**config.mk**
```make
export PLATFORM = sky130hd
export DESIGN_NAME = serial_port_duplex
export DESIGN_NICKNAME = d
export VERILOG_FILES = /design/src/rtl/ssp_pkg.sv /design/src/rtl/ssp_edge_sel.sv /design/src/rtl/ssp_frame_ctl.sv /design/src/rtl/serial_port_duplex.sv
export SDC_FILE = /design/constraint.sdc
export NUM_CORES = 1
export LEC_CHECK = 0
export BUFFER_PORTS_ARGS = -buffer_cell sky130_fd_sc_hd__buf_2
export CORE_UTILIZATION = 50
export DETAILED_ROUTE_END_ITERATION = 12
export GPL_TIMING_DRIVEN = 0
export HOLD_SLACK_MARGIN = 0.08
export PLACE_DENSITY = 0.7
export SYNTH_ARGS = -nofsm -noshare
export SYNTH_HDL_FRONTEND = slang
export SYNTH_SLANG_ARGS = --single-unit
```
**constraint.sdc**
```tcl
create_clock -name clk -period 5.4 [get_ports clk]
set_input_delay 1.08 -clock clk [delete_from_list [all_inputs] [get_ports clk]]
set_output_delay 1.08 -clock clk [all_outputs]
set_load 0.02 [all_outputs]
```
**src/rtl/ssp_pkg.sv**
```systemverilog
package ssp_pkg;
  localparam int MAX_W = 32;
  localparam int CNT_W = $clog2(MAX_W) + 1;

  // word length code to bit count; codes above 4 select the full width
  function automatic logic [CNT_W-1:0] word_bits(input logic [2:0] code);
    case (code)
      3'd0:    word_bits = CNT_W'(8);
      3'd1:    word_bits = CNT_W'(12);
      3'd2:    word_bits = CNT_W'(16);
      3'd3:    word_bits = CNT_W'(20);
      3'd4:    word_bits = CNT_W'(24);
      default: word_bits = CNT_W'(MAX_W);
    endcase
  endfunction
endpackage

```
**src/rtl/ssp_edge_sel.sv**
```systemverilog
module ssp_edge_sel #(
  parameter bit DRIVE = 1'b1
) (
  input  logic clk,
  input  logic rst,
  input  logic sclk_i,
  input  logic fs_i,
  input  logic clk_pol_i,
  input  logic fs_pol_i,
  output logic edge_o,
  output logic fs_o
);
  logic sclk_q;
  logic rise, fall, use_fall;

  always_ff @(posedge clk) begin
    if (rst) sclk_q <= 1'b0;
    else     sclk_q <= sclk_i;
  end

  always_comb begin
    rise     = sclk_i & ~sclk_q;
    fall     = ~sclk_i & sclk_q;
    use_fall = DRIVE ? clk_pol_i : ~clk_pol_i;
    edge_o   = use_fall ? fall : rise;
    fs_o     = fs_i ^ fs_pol_i;
  end
endmodule

```
**src/rtl/ssp_frame_ctl.sv**
```systemverilog
module ssp_frame_ctl #(
  parameter int FRAME_W = 7,
  parameter int DLY_W   = 2,
  parameter int CNT_W   = 6
) (
  input  logic               clk,
  input  logic               rst,
  input  logic               edge_i,
  input  logic               fs_i,
  input  logic [CNT_W-1:0]   wbits_i,
  input  logic [FRAME_W-1:0] frlen_i,
  input  logic [DLY_W-1:0]   dly_i,
  output logic               bit_o,
  output logic               first_o,
  output logic               last_o,
  output logic               err_o
);
  logic               fs_prev, active;
  logic [DLY_W-1:0]   dly_cnt, dly_eff;
  logic [CNT_W-1:0]   bit_cnt, bit_eff;
  logic [FRAME_W-1:0] word_cnt, word_eff;
  logic               start, go;

  always_comb begin
    start    = edge_i & fs_i & ~fs_prev;
    go       = start | (edge_i & active);
    dly_eff  = start ? dly_i : dly_cnt;
    bit_eff  = start ? '0 : bit_cnt;
    word_eff = start ? '0 : word_cnt;
    bit_o    = go && (dly_eff == '0);
    first_o  = bit_o && (bit_eff == '0);
    last_o   = bit_o && (bit_eff == wbits_i - 1'b1);
  end

  always_ff @(posedge clk) begin
    if (rst) begin
      fs_prev  <= 1'b0;
      active   <= 1'b0;
      dly_cnt  <= '0;
      bit_cnt  <= '0;
      word_cnt <= '0;
      err_o    <= 1'b0;
    end else begin
      if (edge_i) fs_prev <= fs_i;
      if (start && active) err_o <= 1'b1;
      if (go) begin
        active   <= 1'b1;
        bit_cnt  <= bit_eff;
        word_cnt <= word_eff;
        if (!bit_o) begin
          dly_cnt <= dly_eff - 1'b1;
        end else begin
          dly_cnt <= '0;
          if (last_o) begin
            bit_cnt <= '0;
            if (word_eff == frlen_i) active <= 1'b0;
            else                     word_cnt <= word_eff + 1'b1;
          end else begin
            bit_cnt <= bit_eff + 1'b1;
          end
        end
      end
    end
  end
endmodule

```
**src/rtl/serial_port_duplex.sv**
```systemverilog
module serial_port_duplex
  import ssp_pkg::*;
#(
  parameter int FRAME_W = 7,
  parameter int DLY_W   = 2
) (
  input  logic               clk,
  input  logic               rst,
  input  logic [2:0]         cfg_wlen,
  input  logic [FRAME_W-1:0] cfg_frlen,
  input  logic [DLY_W-1:0]   cfg_delay,
  input  logic               cfg_clk_pol,
  input  logic               cfg_fs_pol,
  input  logic               tx_sclk,
  input  logic               tx_fs,
  output logic               dx,
  input  logic               rx_sclk,
  input  logic               rx_fs,
  input  logic               dr,
  input  logic               wr_en,
  input  logic [MAX_W-1:0]   wr_data,
  input  logic               rd_en,
  output logic [MAX_W-1:0]   rx_data,
  output logic               rrdy,
  output logic               xrdy,
  output logic               revt,
  output logic               xevt,
  output logic               rx_sync_err,
  output logic               tx_sync_err
);
  logic [CNT_W-1:0] wbits;
  logic             tx_edge, tx_fs_act, rx_edge, rx_fs_act;
  logic             tx_bit, tx_first, tx_last;
  logic             rx_bit, rx_first, rx_last;
  logic [MAX_W-1:0] tx_hold, tx_sr, tx_aligned;
  logic [MAX_W-1:0] rx_sr;

  assign wbits = word_bits(cfg_wlen);

  ssp_edge_sel #(.DRIVE(1'b1)) u_tx_edge (
    .clk(clk), .rst(rst), .sclk_i(tx_sclk), .fs_i(tx_fs),
    .clk_pol_i(cfg_clk_pol), .fs_pol_i(cfg_fs_pol),
    .edge_o(tx_edge), .fs_o(tx_fs_act)
  );

  ssp_edge_sel #(.DRIVE(1'b0)) u_rx_edge (
    .clk(clk), .rst(rst), .sclk_i(rx_sclk), .fs_i(rx_fs),
    .clk_pol_i(cfg_clk_pol), .fs_pol_i(cfg_fs_pol),
    .edge_o(rx_edge), .fs_o(rx_fs_act)
  );

  ssp_frame_ctl #(.FRAME_W(FRAME_W), .DLY_W(DLY_W), .CNT_W(CNT_W)) u_tx_frame (
    .clk(clk), .rst(rst), .edge_i(tx_edge), .fs_i(tx_fs_act),
    .wbits_i(wbits), .frlen_i(cfg_frlen), .dly_i(cfg_delay),
    .bit_o(tx_bit), .first_o(tx_first), .last_o(tx_last), .err_o(tx_sync_err)
  );

  ssp_frame_ctl #(.FRAME_W(FRAME_W), .DLY_W(DLY_W), .CNT_W(CNT_W)) u_rx_frame (
    .clk(clk), .rst(rst), .edge_i(rx_edge), .fs_i(rx_fs_act),
    .wbits_i(wbits), .frlen_i(cfg_frlen), .dly_i(cfg_delay),
    .bit_o(rx_bit), .first_o(rx_first), .last_o(rx_last), .err_o(rx_sync_err)
  );

  // left-align the holding word so the MSB of the active width sits on top
  assign tx_aligned = tx_hold << (CNT_W'(MAX_W) - wbits);

  // transmit side
  always_ff @(posedge clk) begin
    if (rst) begin
      tx_hold <= '0;
      tx_sr   <= '0;
      dx      <= 1'b0;
      xrdy    <= 1'b1;
      xevt    <= 1'b0;
    end else begin
      xevt <= 1'b0;
      if (tx_edge) begin
        if (tx_first) begin
          dx    <= tx_aligned[MAX_W-1];
          tx_sr <= tx_aligned << 1;
          xrdy  <= 1'b1;
          xevt  <= 1'b1;
        end else if (tx_bit) begin
          dx    <= tx_sr[MAX_W-1];
          tx_sr <= tx_sr << 1;
        end else begin
          dx <= 1'b0;
        end
      end
      if (wr_en) begin
        tx_hold <= wr_data;
        xrdy    <= 1'b0;
      end
    end
  end

  // receive side
  always_ff @(posedge clk) begin
    if (rst) begin
      rx_sr   <= '0;
      rx_data <= '0;
      rrdy    <= 1'b0;
      revt    <= 1'b0;
    end else begin
      revt <= 1'b0;
      if (rx_bit) begin
        if (rx_first) rx_sr <= {{(MAX_W-1){1'b0}}, dr};
        else          rx_sr <= {rx_sr[MAX_W-2:0], dr};
      end
      if (rx_last) begin
        rx_data <= {rx_sr[MAX_W-2:0], dr};
        rrdy    <= 1'b1;
        revt    <= 1'b1;
      end else if (rd_en) begin
        rrdy <= 1'b0;
      end
    end
  end
endmodule

```
==> results of run 1 <==
## synthesized netlist by cell type (4+ instances only)
cell      number  area (um^2)
a31oi_1        5         31.3
or4_1          4         30.0
mux2_2         9          101
clkbuf_1      63          236
o211ai_1       5         37.5
a211oi_1      22          165
nor2b_1        5         31.3
and2_1         7         43.8
or3_1         10         62.6
ha_1           6         75.1
xnor2_1       10         87.6
nand4_1        9         56.3
a221oi_1       9         78.8
o21a_1         4         30.0
nand3_1       22          110
nor2_1       138          518
a211o_1        4         35.0
nand2_1      148          556
a311oi_1      13          114
o21ai_0       33          165
inv_1         11         41.3
mux2i_1       79          791
a21boi_0       4         30.0
nor3b_1        7         52.6
nor4bb_1       4         40.0
mux4_2         5          113
or2_2          7         43.8
dfxtp_1      169         3380
a21oi_1       82          410
buf_2          5         25.0
nor3_1        24          120
## registers in the layout (all words and copies together) (netlist names), 2 cells and up
signal,count
rx_data,32
tx_hold,32
rx_sr,31
tx_sr,31
u_rx_frame.word_cnt,7
u_tx_frame.word_cnt,7
u_rx_frame.bit_cnt,6
u_tx_frame.bit_cnt,6
u_rx_frame.dly_cnt,2
u_tx_frame.dly_cnt,2
## layout make-up
cell class,count,area share
Multi-Input combinational cell,728,0.466
Clock buffer,19,0.0470
Timing Repair Buffer,90,0.0478
Tap cell,216,0.0287
Buffer,72,0.0309
Inverter,11,0.00438
Sequential cell,169,0.359
Clock inverter,12,0.0165
## critical path: cells and delay by family
family | cells | cell delay (ns)
simple gates | 4 | 1.01
compound gates | 3 | 0.91
buf+inv | 5 | 1.25
fa+ha+maj | 1 | 0.19
## power groups by stage
stage	clock, W	sequential (W)	combinational (W)
floorplan	0	0.00132	0.000164
global placement	0	0.00133	0.000242
detailed placement	0	0.00133	0.000242
CTS	0.00126	0.00130	0.000244
global route	0.00132	0.00130	0.000271
finish	0.00126	0.00130	0.000246
## routing by layer
metal	GRT usage	share of wire	up-vias
met2	0.410	0.43	255
met5	0	0	-
met3	0.0640	0.070	33
met4	0.0907	0.018	0
met1	0.362	0.48	3507
li1	-	-	3697
## stage by stage
stage | std cells | area (um^2) | total power, W
2_1_floorplan | 980 | 8100 | 0.00148
3_3_place_gp | 1286 | 8820 | 0.00157
3_5_place_dp | 1286 | 8820 | 0.00157
4_1_cts | 1317 | 9420 | 0.00281
5_1_grt | 1317 | 9420 | 0.00290
6_report | 1317 | 9420 | 0.00280
## worst max-delay path by stage
stage	cells past startpoint	startpoint	slack [ns]	end
2_1_floorplan	12	tx_sclk	1.64	u_tx_frame.word_cnt[4]$_SDFFE_PP0N_
3_3_place_gp	13	cfg_clk_pol	0.88	u_tx_frame.word_cnt[3]$_SDFFE_PP0N_
3_5_place_dp	13	cfg_clk_pol	0.87	u_tx_frame.word_cnt[3]$_SDFFE_PP0N_
4_1_cts	13	cfg_clk_pol	1.31	u_tx_frame.word_cnt[3]$_SDFFE_PP0N_
5_1_grt	13	cfg_clk_pol	1.00	u_tx_frame.word_cnt[4]$_SDFFE_PP0N_
6_report	13	cfg_clk_pol	1.24	u_tx_frame.word_cnt[3]$_SDFFE_PP0N_
## cells by family (layout without fill, tap and decap cells)
| logic type | after synthesis | after routing | share of synthesized area |
|---|---|---|---|
| AOI/OAI and AO/OA | 212 | 212 | 0.169 |
| and+or+nand+nor | 403 | 403 | 0.224 |
| DFF | 169 | 169 | 0.418 |
| adders and majority gates | 6 | 6 | 0.00926 |
| muxes | 94 | 94 | 0.126 |
| xor gates and xnor gates | 13 | 13 | 0.0141 |
| buffers and inverters | 83 | 204 | 0.0411 |
==> results.py, run 1 <==
metrics = {
    "sta": {
        "setup_viol": 0,
        "finalCritPeriodShare": 0.770,
        "min_period_ns": 4.16,
        "slew_headroom": 0.473,
        "clock.fmax_mhz": 241,
        "clock_skew_ns": 0.00861,
        "rsz0062_at_grt": "no",
        "hold_viol_final": 0,
        "finalSetupTns_ns": 0,
        "finalMaxSlewViolations": 0,
        "tightestPinTransition_ns": 0.790,
        "hold_slack_ns": 0.459,
        "worst_slack_ns": 1.24,
    },
    "global_routing": {
        "overflow": 0,
        "grt_pass1_wl_mm": 34.7,
        "grt_pass1_vias": 6942,
        "track_usage": 0.265,
        "antenna_found_initial": 0,
        "grt_max_degree": 17,
    },
    "setup_path": {
        "reg2regPathDepth": 12,
        "path_common_cell": "clkbuf_1",
        "r2r_end": "u_tx_frame.word_cnt[3]$_SDFFE_PP0N_",
        "rrSetupSlack_ns": 1.70,
        "crit_chain": "buf_2, and3b_1, o211ai_1, clkbuf_1, clkbuf_1, nand2_1, inv_1, ha_1, nand2_1, or4_1, clkbuf_1, o311ai_0, a21oi_1",
        "worstPathArrival_ns": 4.45,
        "start_kind": "input pin",
        "crit_required_ns": 5.69,
        "cp-end-kind": "flip-flop",
        "reg2reg_from": "u_tx_edge.sclk_q$_SDFF_PP0_",
        "cpPeakStageDelay_ns": 0.54,
        "crit_fanout": 10,
        "cp_slowest_cell": "or4_1",
        "path_class": "in2reg",
    },
    "layout": {
        "layout_common_cells": "dfxtp_1, nand2_1, nor2_1, buf_2, a21oi_1",
        "nets": 1150,
        "fill_cells": 1486,
        "antenna_cells": 0,
        "multi_input_area_um2": 4390,
        "final_core_util": 0.595,
        "seqCellArea_um2": 3380,
        "layout_commonest_cell": "dfxtp_1",
        "drive_gt1_frac": 0.139,
        "syn_to_final_growth_pct": 16.3,
    },
    "clocking": {
        "clkTransAtPathRegs_ns": 0.07,
        "clockBufferDepth": 2,
        "post_cts_buffers": 0,
        "cts_sinks": 169,
        "hold_buffers": 0,
        "cts_tree": "done",
        "cts-buffers-inserted": 17,
        "cts_resized": 0,
        "cts_root_buf": "clkbuf_16",
        "insertion_delay_ns": 0.44,
        "htreeDepth": 4,
    },
    "floorplan": {
        "core_area_um2": 15800,
        "io_pins": 94,
        "dieArea_um2": 16700,
        "initial_utilization": 0.512,
        "die_w_um": 129,
        "die_y_um": 129,
        "num_rows": 46,
    },
    "logic_synthesis": {
        "yosys_register_bits": 169,
        "async_flop_share": 0,
        "syn-num-nets": 1041,
        "syn_inst": 980,
        "yosysWarnings": 0,
        "synth_edf_count": 0,
        "netlist_area_um2": 8100,
        "ys_types": 62,
        "syn_area_per_cell_um2": 8.27,
        "synth-main-ff-cell": "dfxtp_1",
        "seq_area_frac_synth": 0.418,
    },
    "pwr": {
        "powerDensity_nw_per_um2": 298,
        "internal-power_w": 0.00207,
        "pwr-share-clk": 0.448,
        "leakage_nw": 3.74,
        "combPwrFrac": 0.088,
        "power_frac_seq": 0.464,
        "peakVddDrop_mv": 0.282,
        "p_switching_w": 0.000730,
        "switching_share": 0.260,
    },
    "drt": {
        "first_iter_violations": 603,
        "drt-total-wl_mm": 21.3,
        "dr.pass1.iters": 9,
        "drc": 1,
        "vias_per_cell": 5.69,
        "ant_nets": 0,
        "route.vias.total": 7492,
        "routedWlPerCell_um": 16.2,
    },
    "place": {
        "gp_congestion": 0.929,
        "dp_slack_ns": 0.871,
        "dpl.hpwl_mm": 15.5,
        "port_buffers": 90,
    },
    "min_path": {
        "holdPathStages": 2,
        "min_path_type": "reg2reg",
        "whs_endpoint": "rx_sr[30]$_SDFFE_PP0P_",
        "hp-start": "rx_sr[30]$_SDFFE_PP0P_",
    },
    "run_status": {
        "status": "complete, but fails checks",
        "failed_checks": "design-rule violations",
    },
    "job": {
        "max_cap_violations": 0,
    },
}
No activity file was read; power rests on OpenSTA's default activity.
==> run 2, diff against run 1 <==
==> constraint.sdc (replaced) <==
create_clock -name clk -period 4.1 [get_ports clk]
set_input_delay 0.82 -clock clk [delete_from_list [all_inputs] [get_ports clk]]
set_output_delay 0.82 -clock clk [all_outputs]
set_load 0.02 [all_outputs]
==> results.py, run 2 (synthesized netlist as in run 1, its figures left out) <==
metrics = {
    "run_status": {
        "status": "finished, final reports clean",
    },
    "layout": {
        "fill_cells": 1487,
        "antenna_cells": 0,
        "final_core_util": 0.595,
        "fin_cells": 1317,
        "layout_commonest_cell": "dfxtp_1",
        "multi_input_area_um2": 4390,
        "reg.largest.list": "rx_data (32), tx_hold (32)",
        "seqCellArea_um2": 3380,
        "drive_gt1_frac": 0.140,
        "nets": 1150,
        "syn_to_final_growth_pct": 16.3,
        "layout_common_cells": "dfxtp_1, nand2_1, nor2_1, buf_2, a21oi_1",
    },
    "sta": {
        "finalMaxSlewViolations": 0,
        "rsz0062_at_grt": "no",
        "clock.fmax_mhz": 267,
        "slew_headroom": 0.465,
        "finalCritPeriodShare": 0.913,
        "setup_viol": 0,
        "hold_viol_final": 0,
        "min_period_ns": 3.74,
        "hold_slack_ns": 0.458,
        "clock_skew_ns": 0.00911,
        "tightestPinTransition_ns": 0.803,
    },
    "pwr": {
        "p_switching_w": 0.000960,
        "powerDensity_nw_per_um2": 392,
        "leakage_nw": 3.74,
        "peakVddDrop_mv": 0.371,
        "internal-power_w": 0.00273,
        "pwr-share-clk": 0.448,
        "switching_share": 0.260,
        "power_frac_seq": 0.464,
        "combPwrFrac": 0.088,
    },
    "clocking": {
        "insertion_delay_ns": 0.44,
        "post_cts_buffers": 0,
        "clkTransAtPathRegs_ns": 0.07,
        "clockBufferDepth": 2,
        "cts_root_buf": "clkbuf_16",
        "htreeDepth": 4,
        "cts_tree": "done",
        "cts_sinks": 169,
        "cts-buffers-inserted": 17,
    },
    "setup_path": {
        "crit_chain": "buf_2, and3b_1, o211ai_1, clkbuf_1, clkbuf_2, nand2_1, inv_1, ha_1, nand2_1, or4_1, clkbuf_1, o311ai_0, a21oi_1",
        "reg2regPathDepth": 12,
        "crit_required_ns": 4.39,
        "path_class": "in2reg",
        "start_kind": "input pin",
        "cp-end-kind": "flip-flop",
        "worstPathArrival_ns": 4.03,
        "cpPeakStageDelay_ns": 0.54,
        "cp_slowest_cell": "or4_1",
        "crit_fanout": 10,
    },
    "floorplan": {
        "die_w_um": 129,
        "num_rows": 46,
        "die_y_um": 129,
        "initial_utilization": 0.512,
        "core_area_um2": 15800,
        "io_pins": 94,
        "dieArea_um2": 16700,
    },
    "global_routing": {
        "grt_max_degree": 17,
        "track_usage": 0.265,
        "grt_pass1_vias": 6942,
        "antenna_found_initial": 0,
        "grt_pass1_wl_mm": 34.7,
        "overflow": 0,
    },
    "drt": {
        "vias_per_cell": 5.68,
        "routedWlPerCell_um": 16.2,
        "ant_nets": 0,
        "drt-total-wl_mm": 21.3,
        "drc": 0,
        "route.vias.total": 7486,
        "first_iter_violations": 594,
        "dr.pass1.iters": 6,
    },
    "min_path": {
        "min_path_type": "reg2reg",
        "holdPathStages": 2,
    },
    "place": {
        "dpl.hpwl_mm": 15.5,
        "placed_cells": 1286,
        "port_buffers": 90,
        "gp_congestion": 0.929,
    },
    "job": {
        "max_cap_violations": 0,
    },
}
-- run 2: cell counts in the layout (fill, tap and decap cells not counted) --
No cell type changed its count.
-- run 2: critical path: cells and delay by family --
family	cells	cell delay [ns]
buffers and inverters	5	1.12
adders and majority gates	1	0.19
AOI/OAI and AO/OA	3	0.92
and+or+nand+nor	4	0.97
-- run 2: layout make-up --
type | count | area share
Buffer | 72 | 0.0311
Sequential cell | 169 | 0.359
Timing Repair Buffer | 90 | 0.0478
Tap cell | 216 | 0.0287
Clock inverter | 12 | 0.0165
Multi-Input combinational cell | 728 | 0.466
Inverter | 11 | 0.00438
Clock buffer | 19 | 0.0470
-- run 2: path summary, 6_finish.rpt --
| path | to | from | slack (ns) |
|---|---|---|---|
| max reg2reg | u_tx_frame.word_cnt[3]$_SDFFE_PP0N_ | u_tx_edge.sclk_q$_SDFF_PP0_ | 0.55 |
| max | u_tx_frame.word_cnt[3]$_SDFFE_PP0N_ | cfg_clk_pol | 0.36 |
| min reg2reg | tx_sr[31]$_SDFFE_PP0P_ | tx_sr[31]$_SDFFE_PP0P_ | 0.46 |
| min | tx_sr[31]$_SDFFE_PP0P_ | tx_sr[31]$_SDFFE_PP0P_ | 0.46 |
-- run 2: through the flow --
stage               setup TNS (ns)  power, W  area (um^2)  worst slack, ns
finish                           0   0.00369         9420            0.357
global placement            -0.403   0.00207         8820           -0.161
floorplan                        0   0.00195         8100            0.601
global route                     0   0.00382         9420            0.132
CTS                              0   0.00370         9420            0.271
detailed placement          -0.372   0.00207         8820           -0.169
-- run 2: power groups by stage --
stage               Combinational [W]  Sequential (W)  Clock (W)
global route                 0.000357         0.00171    0.00174
detailed placement           0.000319         0.00175          0
finish                       0.000325         0.00171    0.00165
global placement             0.000319         0.00175          0
floorplan                    0.000216         0.00173          0
CTS                          0.000321         0.00171    0.00166
-- run 2: timing repair --
item | CTS | global route
gates resized for setup | 0 | 2
hold buffers | 0 | 0
endpoints found under the setup margin | 0 | 2
-- run 2: metal layers --
| metal | part of all wire | global-route usage |
|---|---|---|
| met5 | 0 | 0 |
| met3 | 0.069 | 0.0640 |
| met4 | 0.019 | 0.0907 |
| met2 | 0.44 | 0.410 |
| met1 | 0.48 | 0.362 |
==> run 3, diff against run 2 <==
==> constraint.sdc (replaced) <==
create_clock -name clk -period 3.6 [get_ports clk]
set_input_delay 0.72 -clock clk [delete_from_list [all_inputs] [get_ports clk]]
set_output_delay 0.72 -clock clk [all_outputs]
set_load 0.02 [all_outputs]
==> results.py, run 3 (synthesized netlist as in run 1, its figures left out) <==
metrics = {
    "pwr": {
        "powerDensity_nw_per_um2": 445,
        "finalPower_w": 0.00420,
        "leakage_nw": 3.75,
        "peakVddDrop_mv": 0.423,
    },
    "drt": {
        "drc": 1,
        "first_iter_violations": 614,
        "vias_per_cell": 5.70,
        "route.vias.total": 7507,
        "dr.pass1.iters": 9,
        "routedWlPerCell_um": 16.1,
        "drt-total-wl_mm": 21.2,
        "ant_nets": 0,
    },
    "global_routing": {
        "grt_pass1_wl_mm": 34.7,
        "track_usage": 0.265,
        "antenna_found_initial": 0,
        "grt_max_degree": 17,
        "grt_pass1_vias": 6942,
        "overflow": 0,
    },
    "clocking": {
        "cts_root_buf": "clkbuf_16",
        "cts_tree": "done",
        "htreeDepth": 4,
        "cts-buffers-inserted": 17,
        "insertion_delay_ns": 0.44,
        "cts_sinks": 169,
        "clockBufferDepth": 2,
        "clkTransAtPathRegs_ns": 0.07,
    },
    "layout": {
        "fin_cells": 1318,
        "fill_cells": 1487,
        "multi_input_area_um2": 4390,
        "layout_common_cells": "dfxtp_1, nand2_1, nor2_1, buf_2, a21oi_1",
        "seqCellArea_um2": 3380,
        "nets": 1151,
        "syn_to_final_growth_pct": 16.4,
        "reg.largest.list": "rx_data (32), tx_hold (32)",
        "antenna_cells": 0,
        "drive_gt1_frac": 0.142,
        "layout_commonest_cell": "dfxtp_1",
    },
    "sta": {
        "clock.fmax_mhz": 298,
        "worst_slack_ns": 0.247,
        "setup_viol": 0,
        "clock_skew_ns": 0.00884,
        "finalCritPeriodShare": 0.931,
        "min_period_ns": 3.35,
        "slew_headroom": 0.499,
        "hold_viol_final": 0,
        "rsz0062_at_grt": "no",
        "finalMaxSlewViolations": 0,
        "tightestPinTransition_ns": 0.750,
    },
    "floorplan": {
        "io_pins": 94,
        "die_w_um": 129,
        "dieArea_um2": 16700,
        "num_rows": 46,
        "core_area_um2": 15800,
        "die_y_um": 129,
        "initial_utilization": 0.512,
    },
    "place": {
        "placed_cells": 1286,
        "dp_slack_ns": -0.569,
        "gp_congestion": 0.929,
        "dpl.hpwl_mm": 15.5,
        "port_buffers": 90,
    },
    "setup_path": {
        "cp-end-kind": "flip-flop",
        "reg2reg_from": "u_tx_edge.sclk_q$_SDFF_PP0_",
        "start_kind": "input pin",
        "r2r_end": "u_tx_frame.word_cnt[3]$_SDFFE_PP0N_",
        "cp_slowest_cell": "or4_1",
        "crit_chain": "buf_2, and3b_1, o211ai_1, clkbuf_2, clkbuf_2, nand2_1, inv_1, ha_1, nand2_1, or4_1, clkbuf_1, o311ai_0, a21oi_1",
        "cp_num_buf_inv": 5,
        "cp_top_family": "simple AND/OR/NAND/NOR gates",
        "cpPeakStageDelay_ns": 0.54,
        "path_class": "in2reg",
        "worstPathArrival_ns": 3.64,
        "reg2regPathDepth": 12,
        "rrSetupSlack_ns": 0.34,
        "crit_fanout": 10,
        "crit_required_ns": 3.89,
    },
    "min_path": {
        "holdPathStages": 2,
        "min_path_type": "reg2reg",
        "hp-start": "tx_sr[1]$_SDFFE_PP0P_",
        "whs_endpoint": "tx_sr[1]$_SDFFE_PP0P_",
    },
    "run_status": {
        "failed_checks": "design-rule violations",
        "status": "complete, but fails checks",
    },
    "job": {
        "max_cap_violations": 0,
    },
}
[run 3: cell count changes in the layout (fill, tap and decap cells not counted), sizes merged]
cell / delta
buf: +2
clkbuf: -1
[run 3: how the worst max path moves through the flow]
| stage | start | end | slack, ns | cells after the start |
|---|---|---|---|---|
| CTS | cfg_clk_pol | u_tx_frame.word_cnt[3]$_SDFFE_PP0N_ | 0.02 | 13 |
| floorplan | tx_sclk | u_tx_frame.word_cnt[4]$_SDFFE_PP0N_ | 0.20 | 12 |
| finish | cfg_clk_pol | u_tx_frame.word_cnt[3]$_SDFFE_PP0N_ | 0.25 | 13 |
| global placement | cfg_clk_pol | u_tx_frame.word_cnt[3]$_SDFFE_PP0N_ | -0.56 | 13 |
| global route | cfg_clk_pol | u_tx_frame.word_cnt[4]$_SDFFE_PP0N_ | 0.04 | 13 |
| detailed placement | cfg_clk_pol | u_tx_frame.word_cnt[3]$_SDFFE_PP0N_ | -0.57 | 13 |
[run 3: what timing repair did]
| action | 4_1_cts | 5_1_grt |
|---|---|---|
| resized for setup | 1 | 2 |
| hold buffers | 0 | 0 |
| setup endpoints to repair | 3 | 4 |
| setup buffers | 0 | 2 |
| gates cloned | 0 | 0 |
| pin swaps | 0 | 1 |
[run 3: final cells by class]
type / instances / share of cell area
Clock inverter: 12 / 0.0164
Buffer: 71 / 0.0308
Tap cell: 216 / 0.0286
Clock buffer: 19 / 0.0469
Inverter: 11 / 0.00438
Multi-Input combinational cell: 728 / 0.465
Sequential cell: 169 / 0.359
Timing Repair Buffer: 92 / 0.0493
[run 3: layer usage]
metal | wire length (um) | track usage
met1 | 9970 | 0.362
met5 | 0 | 0
met4 | 420 | 0.0907
met2 | 9230 | 0.410
met3 | 1580 | 0.0640
[run 3: worst reg2reg max path, cell delays in order (launching register included)]
cell and delay (ns):
dfxtp_1 0.31, and3b_1 0.21, o211ai_1 0.30, clkbuf_2 0.29, clkbuf_2 0.27, nand2_1 0.11
inv_1 0.08, ha_1 0.19, nand2_1 0.13, or4_1 0.54, clkbuf_1 0.19, o311ai_0 0.36
a21oi_1 0.11
[run 3: power by group]
part | switching [W] | leakage, nW | internal (W)
Sequential | 0.0000409 | 1.37 | 0.00191
Combinational | 0.000233 | 2.09 | 0.000139
Clock | 0.000817 | 0.295 | 0.00106
[run 3: stage by stage]
step	TNS (ns)	instance area [um^2]	hold slack, ns	util
2_1_floorplan	0	8100	0.431	-
3_3_place_gp	-9.11	8820	0.439	0.557
3_5_place_dp	-8.49	8820	0.446	0.557
4_1_cts	0	9420	0.457	0.595
5_1_grt	0	9440	0.481	0.596
6_report	0	9440	0.458	0.596
